`src/rtl/ds_pkg.sv`:
```
// Package: shared types and fixed start-word layout for the command sequencer.
// Assumes a 32-bit configuration write word.
package ds_pkg;
    typedef enum logic [2:0] {
        CMD_NOP     = 3'd0,
        CMD_ACT     = 3'd1,
        CMD_RD      = 3'd2,
        CMD_WR      = 3'd3,
        CMD_PRE     = 3'd4,
        CMD_MRS     = 3'd5,
        CMD_ZQCS    = 3'd6,
        CMD_NOP_ALT = 3'd7
    } ds_cmd_e;

    typedef enum logic [1:0] {
        DIR_NONE = 2'd0,
        DIR_RD   = 2'd1,
        DIR_WR   = 2'd2
    } ds_dir_e;

    typedef enum logic [1:0] {
        ST_IDLE  = 2'd0,
        ST_ISSUE = 2'd1,
        ST_GAP   = 2'd2,
        ST_POST  = 2'd3
    } ds_state_e;

    localparam int CFG_DW        = 32;
    localparam int START_CNT_LSB = 18;
    localparam int START_TMR_BIT = 22;
endpackage

```
`src/rtl/ds_slot_regs.sv`:
```
// Slot register file: stores the per-slot command, timing, base address and
// stepping rules. Word address = slot*4 + register. Offers a read port for
// the slot being executed and one for the slot whose base is being loaded.
// Assumes writes outside the slot range are handled elsewhere.
module ds_slot_regs #(
    parameter int N_SLOTS = 4,
    parameter int ADDR_W  = 16,
    parameter int BANK_W  = 3,
    parameter int RANK_N  = 4,
    parameter int REP_W   = 10,
    parameter int GAP_W   = 8,
    parameter int POST_W  = 9,
    parameter int WRAP_W  = 5,
    parameter int CFG_AW  = 5,
    localparam int SLOT_W = (N_SLOTS > 1) ? $clog2(N_SLOTS) : 1,
    localparam int RANK_W = (RANK_N > 1) ? $clog2(RANK_N) : 1,
    localparam int VEC_W  = ADDR_W + BANK_W
) (
    input  logic                 clk,
    input  logic                 rst_n,
    input  logic                 we,
    input  logic [CFG_AW-1:0]    waddr,
    input  logic [31:0]          wdata,
    input  logic [SLOT_W-1:0]    rd_idx,
    input  logic [SLOT_W-1:0]    ld_idx,
    output ds_pkg::ds_cmd_e      cur_cmd,
    output logic [REP_W-1:0]     cur_reps,
    output logic [GAP_W-1:0]     cur_gap,
    output logic [POST_W-1:0]    cur_post,
    output ds_pkg::ds_dir_e      cur_dir,
    output logic [RANK_W-1:0]    cur_rank,
    output logic                 cur_bank_step,
    output logic                 cur_col_step,
    output logic [WRAP_W-1:0]    cur_wrap,
    output logic [VEC_W-1:0]     ld_base
);
    localparam int GAP_LSB  = REP_W;
    localparam int POST_LSB = GAP_LSB + GAP_W;
    localparam int DIR_LSB  = POST_LSB + POST_W;
    localparam int CTRL_W   = DIR_LSB + 2;
    localparam int AREG_W   = VEC_W + RANK_W;
    localparam int UPD_W    = 2 + WRAP_W;

    logic [2:0]        cmd_q  [N_SLOTS];
    logic [CTRL_W-1:0] ctrl_q [N_SLOTS];
    logic [AREG_W-1:0] addr_q [N_SLOTS];
    logic [UPD_W-1:0]  upd_q  [N_SLOTS];

    logic                    in_range;
    logic [CFG_AW-3:0]       wslot;
    logic [1:0]              wreg;

    assign wslot    = waddr[CFG_AW-1:2];
    assign wreg     = waddr[1:0];
    assign in_range = we && (int'(waddr) < N_SLOTS * 4);

    for (genvar s = 0; s < N_SLOTS; s++) begin : g_slot
        // Capture writes addressed to this slot's four registers.
        always_ff @(posedge clk) begin
            if (!rst_n) begin
                cmd_q[s]  <= '0;
                ctrl_q[s] <= '0;
                addr_q[s] <= '0;
                upd_q[s]  <= '0;
            end else if (in_range && int'(wslot) == s) begin
                case (wreg)
                    2'd0:    cmd_q[s]  <= wdata[2:0];
                    2'd1:    ctrl_q[s] <= wdata[CTRL_W-1:0];
                    2'd2:    addr_q[s] <= wdata[AREG_W-1:0];
                    default: upd_q[s]  <= wdata[UPD_W-1:0];
                endcase
            end
        end
    end

    // Decode the fields of the slot under execution.
    always_comb begin
        cur_cmd       = ds_pkg::ds_cmd_e'(cmd_q[rd_idx]);
        cur_reps      = ctrl_q[rd_idx][REP_W-1:0];
        cur_gap       = ctrl_q[rd_idx][GAP_LSB +: GAP_W];
        cur_post      = ctrl_q[rd_idx][POST_LSB +: POST_W];
        cur_dir       = ds_pkg::ds_dir_e'(ctrl_q[rd_idx][DIR_LSB +: 2]);
        cur_rank      = addr_q[rd_idx][VEC_W +: RANK_W];
        cur_bank_step = upd_q[rd_idx][0];
        cur_col_step  = upd_q[rd_idx][1];
        cur_wrap      = upd_q[rd_idx][2 +: WRAP_W];
        ld_base       = addr_q[ld_idx][VEC_W-1:0];
    end
endmodule

```
`src/rtl/ds_addr_step.sv`:
```
// Address stepper: holds the {bank, column} vector of the running slot,
// reloads it from a slot base and advances it after each issue. Only the
// low "wrap" bits take part in the step; wrap 0 freezes the vector.
// Assumes load has priority over step in the same cycle.
module ds_addr_step #(
    parameter int ADDR_W = 16,
    parameter int BANK_W = 3,
    parameter int WRAP_W = 5,
    parameter int COL_INC = 8,
    localparam int VEC_W = ADDR_W + BANK_W
) (
    input  logic              clk,
    input  logic              rst_n,
    input  logic              load,
    input  logic [VEC_W-1:0]  base,
    input  logic              step,
    input  logic              bank_step,
    input  logic              col_step,
    input  logic [WRAP_W-1:0] wrap,
    output logic [VEC_W-1:0]  vec
);
    logic [VEC_W-1:0] vec_q;
    logic [VEC_W-1:0] inc;
    logic [VEC_W-1:0] sum;
    logic [VEC_W-1:0] mask;
    logic [VEC_W-1:0] stepped;

    // Form the increment, the counting mask and the stepped vector.
    always_comb begin
        inc = '0;
        if (col_step)  inc = inc + VEC_W'(COL_INC);
        if (bank_step) inc = inc + (VEC_W'(1) << ADDR_W);
        sum = vec_q + inc;
        if (int'(wrap) >= VEC_W) mask = '1;
        else                     mask = (VEC_W'(1) << wrap) - VEC_W'(1);
        stepped = (vec_q & ~mask) | (sum & mask);
    end

    // Hold the working vector: reload on slot entry, advance after an issue.
    always_ff @(posedge clk) begin
        if (!rst_n)     vec_q <= '0;
        else if (load)  vec_q <= base;
        else if (step)  vec_q <= stepped;
    end

    assign vec = vec_q;

    // a zero wrap leaves the vector unchanged across a step.
    a_r6_wrap_zero_holds: assert property (@(posedge clk) disable iff (!rst_n)
        (step && !load && wrap == '0) |=> $stable(vec_q));
endmodule

```
`src/rtl/ds_seq_ctrl.sv`:
```
// Sequencing control: accepts a start word when idle, walks the slots in
// order, counts repeats, gap and post-wait cycles, repeats the list for the
// loop count and raises done at the end. Assumes slot fields are stable
// during a run.
module ds_seq_ctrl #(
    parameter int N_SLOTS = 4,
    parameter int REP_W   = 10,
    parameter int GAP_W   = 8,
    parameter int POST_W  = 9,
    parameter int LOOP_W  = 8,
    localparam int SLOT_W = (N_SLOTS > 1) ? $clog2(N_SLOTS) : 1,
    localparam int CNT_W  = (GAP_W > POST_W) ? GAP_W : POST_W
) (
    input  logic              clk,
    input  logic              rst_n,
    input  logic              start_we,
    input  logic [LOOP_W-1:0] start_loops,
    input  logic [SLOT_W-1:0] start_last,
    input  logic              start_timer,
    input  logic [REP_W-1:0]  reps,
    input  logic [GAP_W-1:0]  gap,
    input  logic [POST_W-1:0] post,
    output logic [SLOT_W-1:0] slot_idx,
    output logic              issue,
    output logic              timer,
    output logic              load,
    output logic [SLOT_W-1:0] ld_idx,
    output logic              busy,
    output logic              done
);
    import ds_pkg::*;

    ds_state_e         state_q, state_d;
    logic [SLOT_W-1:0] slot_q, slot_d, last_q, last_d;
    logic [REP_W-1:0]  rep_q, rep_d;
    logic [CNT_W-1:0]  cnt_q, cnt_d;
    logic [LOOP_W-1:0] loops_q, loops_d;
    logic              timer_q, timer_d, done_q, done_d;

    logic              at_last, end_run, more_reps, accept;
    logic [REP_W:0]    reps_eff;
    logic [SLOT_W-1:0] adv_slot;
    logic [LOOP_W-1:0] adv_loops;

    // Work out what leaving the current slot leads to.
    always_comb begin
        accept    = start_we && (state_q == ST_IDLE);
        at_last   = (slot_q == last_q);
        end_run   = at_last && (loops_q <= LOOP_W'(1));
        adv_slot  = at_last ? '0 : slot_q + SLOT_W'(1);
        adv_loops = at_last ? loops_q - LOOP_W'(1) : loops_q;
        reps_eff  = (reps == '0) ? (REP_W+1)'(1) : {1'b0, reps};
        more_reps = ({1'b0, rep_q} + (REP_W+1)'(1)) < reps_eff;
    end

    // Next-state logic for the slot walk and its counters.
    always_comb begin
        state_d = state_q;
        slot_d  = slot_q;
        last_d  = last_q;
        rep_d   = rep_q;
        cnt_d   = cnt_q;
        loops_d = loops_q;
        timer_d = timer_q;
        done_d  = done_q;
        load    = 1'b0;
        ld_idx  = slot_q;
        case (state_q)
            ST_IDLE: begin
                if (accept) begin
                    state_d = ST_ISSUE;
                    slot_d  = '0;
                    last_d  = start_last;
                    rep_d   = '0;
                    loops_d = (start_loops == '0) ? LOOP_W'(1) : start_loops;
                    timer_d = start_timer;
                    done_d  = 1'b0;
                    load    = 1'b1;
                    ld_idx  = '0;
                end
            end
            ST_ISSUE: begin
                if (more_reps) begin
                    rep_d = rep_q + REP_W'(1);
                    if (gap > GAP_W'(1)) begin
                        state_d = ST_GAP;
                        cnt_d   = CNT_W'(gap) - CNT_W'(1);
                    end
                end else begin
                    rep_d = '0;
                    if (post != '0) begin
                        state_d = ST_POST;
                        cnt_d   = CNT_W'(post);
                    end else if (end_run) begin
                        state_d = ST_IDLE;
                        done_d  = 1'b1;
                    end else begin
                        slot_d  = adv_slot;
                        loops_d = adv_loops;
                        load    = 1'b1;
                        ld_idx  = adv_slot;
                    end
                end
            end
            ST_GAP: begin
                if (cnt_q == CNT_W'(1)) state_d = ST_ISSUE;
                else                    cnt_d   = cnt_q - CNT_W'(1);
            end
            default: begin
                if (cnt_q != CNT_W'(1)) begin
                    cnt_d = cnt_q - CNT_W'(1);
                end else if (end_run) begin
                    state_d = ST_IDLE;
                    done_d  = 1'b1;
                end else begin
                    state_d = ST_ISSUE;
                    slot_d  = adv_slot;
                    loops_d = adv_loops;
                    load    = 1'b1;
                    ld_idx  = adv_slot;
                end
            end
        endcase
    end

    // State and counter registers.
    always_ff @(posedge clk) begin
        if (!rst_n) begin
            state_q <= ST_IDLE;
            slot_q  <= '0;
            last_q  <= '0;
            rep_q   <= '0;
            cnt_q   <= '0;
            loops_q <= '0;
            timer_q <= 1'b0;
            done_q  <= 1'b0;
        end else begin
            state_q <= state_d;
            slot_q  <= slot_d;
            last_q  <= last_d;
            rep_q   <= rep_d;
            cnt_q   <= cnt_d;
            loops_q <= loops_d;
            timer_q <= timer_d;
            done_q  <= done_d;
        end
    end

    assign slot_idx = slot_q;
    assign issue    = (state_q == ST_ISSUE);
    assign timer    = timer_q;
    assign busy     = (state_q != ST_IDLE);
    assign done     = done_q;

    // a start word during a run leaves the run's slot range and mode alone.
    a_r11_busy_start_ignored: assert property (@(posedge clk) disable iff (!rst_n)
        (busy && start_we) |=> ($stable(last_q) && $stable(timer_q)));

    // an accepted start clears completion and makes the engine busy.
    a_r10_start_clears_done: assert property (@(posedge clk) disable iff (!rst_n)
        accept |=> (!done && busy));

    // completion only ever follows a busy cycle.
    a_r10_done_after_run: assert property (@(posedge clk) disable iff (!rst_n)
        $rose(done) |-> $past(busy));

    // a gap count above one keeps the engine quiet in the following cycle.
    a_r4_gap_quiet: assert property (@(posedge clk) disable iff (!rst_n)
        (state_q == ST_GAP && cnt_q != CNT_W'(1)) |=> !issue);
endmodule

```
`src/rtl/ds_cmd_sequencer.sv`:
```
// Top of the DRAM command subsequence sequencer. Decodes the configuration
// port into slot writes and start words, ties the slot store, the sequencing
// control and the address stepper together, and forms the command bus,
// chip selects, strobes and status. Assumes one channel and a single clock.
module ds_cmd_sequencer #(
    parameter int N_SLOTS = 4,
    parameter int ADDR_W  = 16,
    parameter int BANK_W  = 3,
    parameter int RANK_N  = 4,
    parameter int REP_W   = 10,
    parameter int GAP_W   = 8,
    parameter int POST_W  = 9,
    parameter int LOOP_W  = 8,
    parameter int WRAP_W  = 5,
    localparam int CFG_AW = $clog2(N_SLOTS * 4 + 1),
    localparam int SLOT_W = (N_SLOTS > 1) ? $clog2(N_SLOTS) : 1,
    localparam int RANK_W = (RANK_N > 1) ? $clog2(RANK_N) : 1,
    localparam int VEC_W  = ADDR_W + BANK_W
) (
    input  logic              clk,
    input  logic              rst_n,
    input  logic              cfg_we,
    input  logic [CFG_AW-1:0] cfg_addr,
    input  logic [31:0]       cfg_wdata,
    output logic [7:0]        status,
    output logic              cmd_valid,
    output logic [2:0]        cmd_code,
    output logic [ADDR_W-1:0] cmd_addr,
    output logic [BANK_W-1:0] cmd_bank,
    output logic [RANK_N-1:0] cmd_cs_n,
    output logic              rd_strobe,
    output logic              wr_strobe
);
    import ds_pkg::*;

    localparam int START_ADDR = N_SLOTS * 4;

    logic              start_we;
    logic [SLOT_W-1:0] slot_idx, ld_idx;
    logic              issue, timer, load, busy, done;
    ds_cmd_e           cur_cmd;
    logic [REP_W-1:0]  cur_reps;
    logic [GAP_W-1:0]  cur_gap;
    logic [POST_W-1:0] cur_post;
    ds_dir_e           cur_dir;
    logic [RANK_W-1:0] cur_rank;
    logic              cur_bank_step, cur_col_step;
    logic [WRAP_W-1:0] cur_wrap;
    logic [VEC_W-1:0]  ld_base, vec;
    logic              live;

    assign start_we = cfg_we && (int'(cfg_addr) == START_ADDR);

    ds_slot_regs #(
        .N_SLOTS(N_SLOTS), .ADDR_W(ADDR_W), .BANK_W(BANK_W), .RANK_N(RANK_N),
        .REP_W(REP_W), .GAP_W(GAP_W), .POST_W(POST_W), .WRAP_W(WRAP_W),
        .CFG_AW(CFG_AW)
    ) u_regs (
        .clk(clk), .rst_n(rst_n), .we(cfg_we), .waddr(cfg_addr),
        .wdata(cfg_wdata), .rd_idx(slot_idx), .ld_idx(ld_idx),
        .cur_cmd(cur_cmd), .cur_reps(cur_reps), .cur_gap(cur_gap),
        .cur_post(cur_post), .cur_dir(cur_dir), .cur_rank(cur_rank),
        .cur_bank_step(cur_bank_step), .cur_col_step(cur_col_step),
        .cur_wrap(cur_wrap), .ld_base(ld_base)
    );

    ds_seq_ctrl #(
        .N_SLOTS(N_SLOTS), .REP_W(REP_W), .GAP_W(GAP_W), .POST_W(POST_W),
        .LOOP_W(LOOP_W)
    ) u_ctrl (
        .clk(clk), .rst_n(rst_n), .start_we(start_we),
        .start_loops(cfg_wdata[LOOP_W-1:0]),
        .start_last(cfg_wdata[START_CNT_LSB +: SLOT_W]),
        .start_timer(cfg_wdata[START_TMR_BIT]),
        .reps(cur_reps), .gap(cur_gap), .post(cur_post),
        .slot_idx(slot_idx), .issue(issue), .timer(timer), .load(load),
        .ld_idx(ld_idx), .busy(busy), .done(done)
    );

    ds_addr_step #(
        .ADDR_W(ADDR_W), .BANK_W(BANK_W), .WRAP_W(WRAP_W)
    ) u_step (
        .clk(clk), .rst_n(rst_n), .load(load), .base(ld_base),
        .step(issue), .bank_step(cur_bank_step), .col_step(cur_col_step),
        .wrap(cur_wrap), .vec(vec)
    );

    // Drive the command bus, chip selects and strobes for a live issue.
    always_comb begin
        live      = issue && !timer;
        cmd_valid = live;
        cmd_code  = live ? cur_cmd : CMD_NOP;
        cmd_addr  = vec[ADDR_W-1:0];
        cmd_bank  = vec[VEC_W-1:ADDR_W];
        cmd_cs_n  = live ? ~(RANK_N'(1) << cur_rank) : '1;
        rd_strobe = live && (cur_dir == DIR_RD);
        wr_strobe = live && (cur_dir == DIR_WR);
        status    = {1'b0, done, 1'b0, done, 3'b000, busy};
    end

    // one rank selected during an issue.
    a_r7_cs_onehot: assert property (@(posedge clk) disable iff (!rst_n)
        cmd_valid |-> ($countones(~cmd_cs_n) == 1));

    // no rank selected between issues.
    a_r7_cs_idle: assert property (@(posedge clk) disable iff (!rst_n)
        !cmd_valid |-> (&cmd_cs_n));

    // strobes are exclusive and only accompany an issue.
    a_r8_strobe_with_cmd: assert property (@(posedge clk) disable iff (!rst_n)
        (rd_strobe || wr_strobe) |-> (cmd_valid && !(rd_strobe && wr_strobe)));

    // timer mode never drives a command.
    a_r12_timer_silent: assert property (@(posedge clk) disable iff (!rst_n)
        (busy && timer) |-> !cmd_valid);
endmodule

```
`config.mk`:
```
export PLATFORM = sky130hd
export DESIGN_NAME = ds_cmd_sequencer
export DESIGN_NICKNAME = d
export VERILOG_FILES = /design/src/rtl/ds_pkg.sv /design/src/rtl/ds_slot_regs.sv /design/src/rtl/ds_addr_step.sv /design/src/rtl/ds_seq_ctrl.sv /design/src/rtl/ds_cmd_sequencer.sv
export SDC_FILE = /design/constraint.sdc
export NUM_CORES = 1
export LEC_CHECK = 0
export BUFFER_PORTS_ARGS = -buffer_cell sky130_fd_sc_hd__buf_4
export CAP_MARGIN = 10
export CORE_ASPECT_RATIO = 1.5
export CORE_MARGIN = 2
export CORE_UTILIZATION = 60
export DETAILED_ROUTE_END_ITERATION = 16
export PLACE_DENSITY = 0.75
export SLEW_MARGIN = 30
export SYNTH_ARGS = -nofsm -noshare
export SYNTH_HDL_FRONTEND = slang
export SYNTH_SLANG_ARGS = --single-unit
```
`constraint.sdc`:
```
create_clock -name clk -period 4.9 [get_ports clk]
set_input_delay 0.49 -clock clk [delete_from_list [all_inputs] [get_ports clk]]
set_output_delay 0.49 -clock clk [all_outputs]
set_load 0.01 [all_outputs]
```
# == Yosys cells after proc, flatten, opt, wreduce, memory -nomap -nowiden ==
# Memory sizes are Yosys's and may differ from the RTL's. A register that Yosys moved wholly into a read port is not among the register bits.
# Cells that the tools add are included.
# Widths: inputs -> output; s select.
# totals
register_bits,54
latch_bits,0
ramBits,240
mem_bits_ro,0
in_bits,40
output_inout_bits,37
n_memories,4
# memory_table
name,depth,word_bits,read_ports,rd_ports_with_merged_regs,wr,line_no,source
u_regs.ctrl_q,4,29,1,1,4,ds_slot_regs.sv:45,logic [CTRL_W-1:0] ctrl_q [N_SLOTS];
u_regs.addr_q,4,21,2,1,4,ds_slot_regs.sv:46,logic [AREG_W-1:0] addr_q [N_SLOTS];
u_regs.upd_q,4,7,1,1,4,ds_slot_regs.sv:47,logic [UPD_W-1:0] upd_q [N_SLOTS];
u_regs.cmd_q,4,3,1,1,4,ds_slot_regs.sv:44,logic [2:0] cmd_q [N_SLOTS];
# classes
n_addsub,9
mul,0
div_mod_pow,0
order_cmp,5
eq_ne,23
shifts,2
mux,126
bitwise,23
n_reduce_logical,28
# op_table
operator,count
$mux 29,4
$mux 21,4
$mux 19,4
$mux 1,64
$mux 8,7
$mux 9,5
$and 19x19->19,2
$mux 2,17
$mux 10,3
$mux 7,4
$pmux 9 s3,1
$pmux 8 s3,1
$pmux 10 s2,1
$add 19x19->19,1
$not 19->19,1
$or 19x19->19,1
$shl 1x5->19 const A,1
$sub 19x2->19 const B,1
$add 4x17->18 const B,1
$or 1x1->1,16
$mux 3,5
$reduce_and 5->1,3
$pmux 2 s3,2
$add 10x1->11 const B,1
other kinds (41),66

# == Longest topological paths before layout ==
# depth
word_depth,8
depth_mapped,17
mapped_depth_nobuf,15

# == Cells and area by module ==
# From an unflattened synthesis, not the netlist that was laid out.
# unflattened
cells_unflattened,1203
area_unflattened_um2,14833.0
# by_module_without_submodules
mod,n_inst,cells_each,area_each_um2
ds_slot_regs,1,672,10705.3
ds_seq_ctrl,1,345,2681.3
ds_addr_step,1,164,1292.5
ds_cmd_sequencer,1,22,153.9

# == Worst setup path after synthesis ==
# Ideal clock, no wire load.
# synth_timing
path_kind,register to register
start,reg u_ctrl.rep_q[0]
end,reg with a tool-made name
setup_time_ns,0.133
arrival_time_ns,3.471
required_time_ns,4.767
path_slack_ns,1.295
stages_incl_launch_ff,17
synth_period_minus_slack_ns,3.605
cell_sequence,dfxtp_1 ha_1 and3_1 and3_1 clkbuf_1 xor2_1 ha_1 a21boi_0 o31a_1 a311o_1 o21ai_2 a21oi_2 a21oi_4 buf_6 buf_8 mux2i_1 o221ai_1
# synth_rtl
element,line_no,source
"start, declared",ds_seq_ctrl.sv:35,"logic [REP_W-1:0] rep_q, rep_d;"
"start signal, assigned",ds_seq_ctrl.sv:141,rep_q <= rep_d;

==> results.md <==
* Status: complete, no violations
* Row Count at 70
* Cell variety after synth at 71
* Most frequent cells in the layout: 246 x and2_1, 240 x edfxtp_1, 94 x nor2_1
* Leading area contributor after synthesis: edfxtp_1
* Fin crit period at 4330 ps
* # fillers at 1868
* Post-route DRC violation count at 0
* Num Clock Sinks at 294
* Starting density of the core at 61.0%
* Clk_skew at 15.7 ps
* Hold violation total from the final report at 0
* Critical Path AT at 4710 ps
* Final Non-Filler Cells at 1627
* Post-synth EDFFs at 240
* Max VDD drop at 0.280 mV
* Ys Warns at 0
* CP Launch Type: register
* PwrDens at 347 nW/um^2
* Worst reg-to-reg path cell count at 15
* Post-CTS sizing at 0
* P&R area growth vs syn at 10.5%
* GRT Total Usage at 26.6%
* Total gr overflow at 0
* Hold path depth at 3
* Critical Path RT at 5280 ps
* Share of layout cells above drive strength 1 at 16.3%
* Synth Register Bits at 294
* Skew-Pair Late Insertion Delay at 540 ps
* Setup bufs post-CTS at 0
* Crit. End Element: register
* Fin. max-slew vios at 0
* Final RePlAce weighted congestion at 0.916
* Yosys top cell area share at 48.6%
* Vias in the first global route at 10.0k
* Min Hold Slack at 249 ps
* Final Cycle Share at 88.3%
* Multi-input gate area at 6140 sq um
* Unrepaired setup endpoints after global routing: no
* PnR Total Power at 0.00568 W
* Inst Count DP at 1578
* IO Port Bufs at 68
* Total Wirelength at 34100 um
* Hold crit path type: primary input to register
* Core footprint at 24300 sq um
* Area contributors post-synth: edfxtp_1 49%, and2_1 10%, dfxtp_1 7.3%
* H-tree Lvls at 1
* Cell count after synthesis at 1239
* Async set or reset register ratio after synthesis at 0%
* Post-route ant nets at 0
* Avg Cell Area, Syn at 12.0 sq um
* Maximum clock path buffer count at 3
* Initial antenna violation count at 1
* Die area at 26000 sq um
* Pre-antenna DRT Iters at 5
* Commonest non-fill, non-tap cell in the layout: and2_1
* Worst-Margin Slew at 943 ps
* DP HPWL at 22500 um
* Sequential fraction of the synthesis area at 55.8%
* First-pass GRT wire length at 53700 um
* Critical path type: register to register
* Die height at 197 um
* Leak at 5.94 nW
* Syn Std Cell Area at 14800 sq um
* IO Pins at 77
* Via Count at 9690
* Max Cap Viol at 0
* Hold_buf cts at 0
* Critical Path Fanout Max at 39
* Diodes inserted at 0
* Worst rel slew slack at 37.1%
* Via density at 5.96
* Register area at 8290 sq um
* CTS Buf Count at 27
* WL/cell at 20.9 um
* Largest net degree at the start of global routing at 40
* Initial detailed-routing violation count at 498
* Total negative setup slack at 0 ps
* Clk root buf: clkbuf_16
* Post-layout nets at 1347
* Clk pin slew, worst setup/hold paths at 70 ps
* Setup violations, final at 0
* Top FF cell, synth: edfxtp_1
* Setup WS pre-CTS at 610 ps
* CTS tree: done
* Worst setup margin at 572 ps
* Fmax at 231 MHz
* Die Span X at 132 um
==> path summary, 6_finish.rpt <==
kind	start	to	slack, ps
setup / recovery	u_ctrl.rep_q[0]$_SDFFE_PN0P_	register	570
hold / removal	cfg_wdata[22]	u_ctrl.timer$_SDFFE_PN0P_	250
setup reg to reg	u_ctrl.rep_q[0]$_SDFFE_PN0P_	register	570
hold reg to reg	u_ctrl.state_q[1]$_SDFFE_PN0P_	u_ctrl.state_q[1]$_SDFFE_PN0P_	500
==> report_power, final <==
group | switching, W | internal [W]
sequential | 0.0000729 | 0.00285
clock | 0.000889 | 0.00106
combinational | 0.000509 | 0.000302
==> stage by stage <==
stage	area, sq um	utilization (%)
CTS	16400	67.3
finish	16400	67.4
detailed placement	15600	64.0
global route	16400	67.4
floorplan	14900	-
global placement	15600	64.0
==> area by class of cell <==
class,count,area share [%]
Sequential cell,294,50.5
Multi-Input combinational cell,845,37.4
Inverter,26,0.595
Tap cell,324,2.47
Timing Repair Buffer,89,4.07
Clock buffer,32,4.23
Clock inverter,17,0.664
==> layer usage <==
metal	global-route usage, %	share of wire [%]	vias to the layer above
li1	-	-	4569
met1	31.6	39	4796
met2	49.7	54	257
met3	3.22	4.4	68
met4	8.80	2.7	0
met5	0	0	-
==> critical path, cell delays in order (launching register included) <==
cell      delay (ps)
dfxtp_1          420
ha_1             280
and3_1           260
and3_1           310
xor2_1           180
ha_1             260
nand4_1          120
nor2_1            70
o31a_1           260
a311o_1          460
o21ai_2          240
a21oi_2          130
a21oi_4          160
buf_4            560
mux2i_1          300
o221ai_1         140
==> synthesized netlist by cell type (7+ instances only) <==
| master | n |
|---|---|
| clkbuf_1 | 52 |
| o21a_1 | 12 |
| a211oi_1 | 7 |
| dfxtp_1 | 54 |
| a22oi_1 | 8 |
| o221ai_1 | 14 |
| nand3_1 | 18 |
| mux4_2 | 41 |
| and3_1 | 8 |
| and2_1 | 246 |
| inv_1 | 26 |
| a31oi_1 | 8 |
| nor3_1 | 15 |
| o21ai_0 | 53 |
| nor2_1 | 99 |
| edfxtp_1 | 240 |
| nand2b_1 | 10 |
| nand2_1 | 54 |
| buf_2 | 8 |
| xor2_1 | 19 |
| buf_4 | 11 |
| xnor2_1 | 10 |
| nor2b_1 | 8 |
| ha_1 | 24 |
| nand3b_1 | 8 |
| a21oi_1 | 37 |
| or2_2 | 7 |
| mux2i_1 | 44 |
| nor3b_1 | 7 |
| nor4_1 | 7 |
==> cells by family (layout without fill, tap and decap cells) <==
family / Yosys count / count (layout) / share of synthesized area (%)
and+or+nand+nor: 515 / 515 / 19.4
AOI/OAI and AO/OA: 182 / 182 / 8.14
xor gates and xnor gates: 29 / 29 / 1.71
DFF: 294 / 294 / 55.8
other: 1 / 5 / 0.0253
buffers and inverters: 104 / 164 / 3.25
adders and majority gates: 24 / 24 / 2.02
muxes: 90 / 90 / 9.57
==> sequential cells by signal, summed over array words and instances (netlist names), named ones only <==
name / cells
u_ctrl.done: 1
u_ctrl.last_q: 2
u_ctrl.cnt_q: 9
u_regs.ctrl_q: 116
u_ctrl.state_q: 2
u_regs.cmd_q: 12
u_step.vec: 3
u_regs.upd_q: 28
u_ctrl.rep_q: 10
u_regs.addr_q: 84
u_ctrl.loops_q: 8
u_ctrl.timer: 1
u_ctrl.slot_idx: 2
No activity file was read; power rests on OpenSTA's default activity.
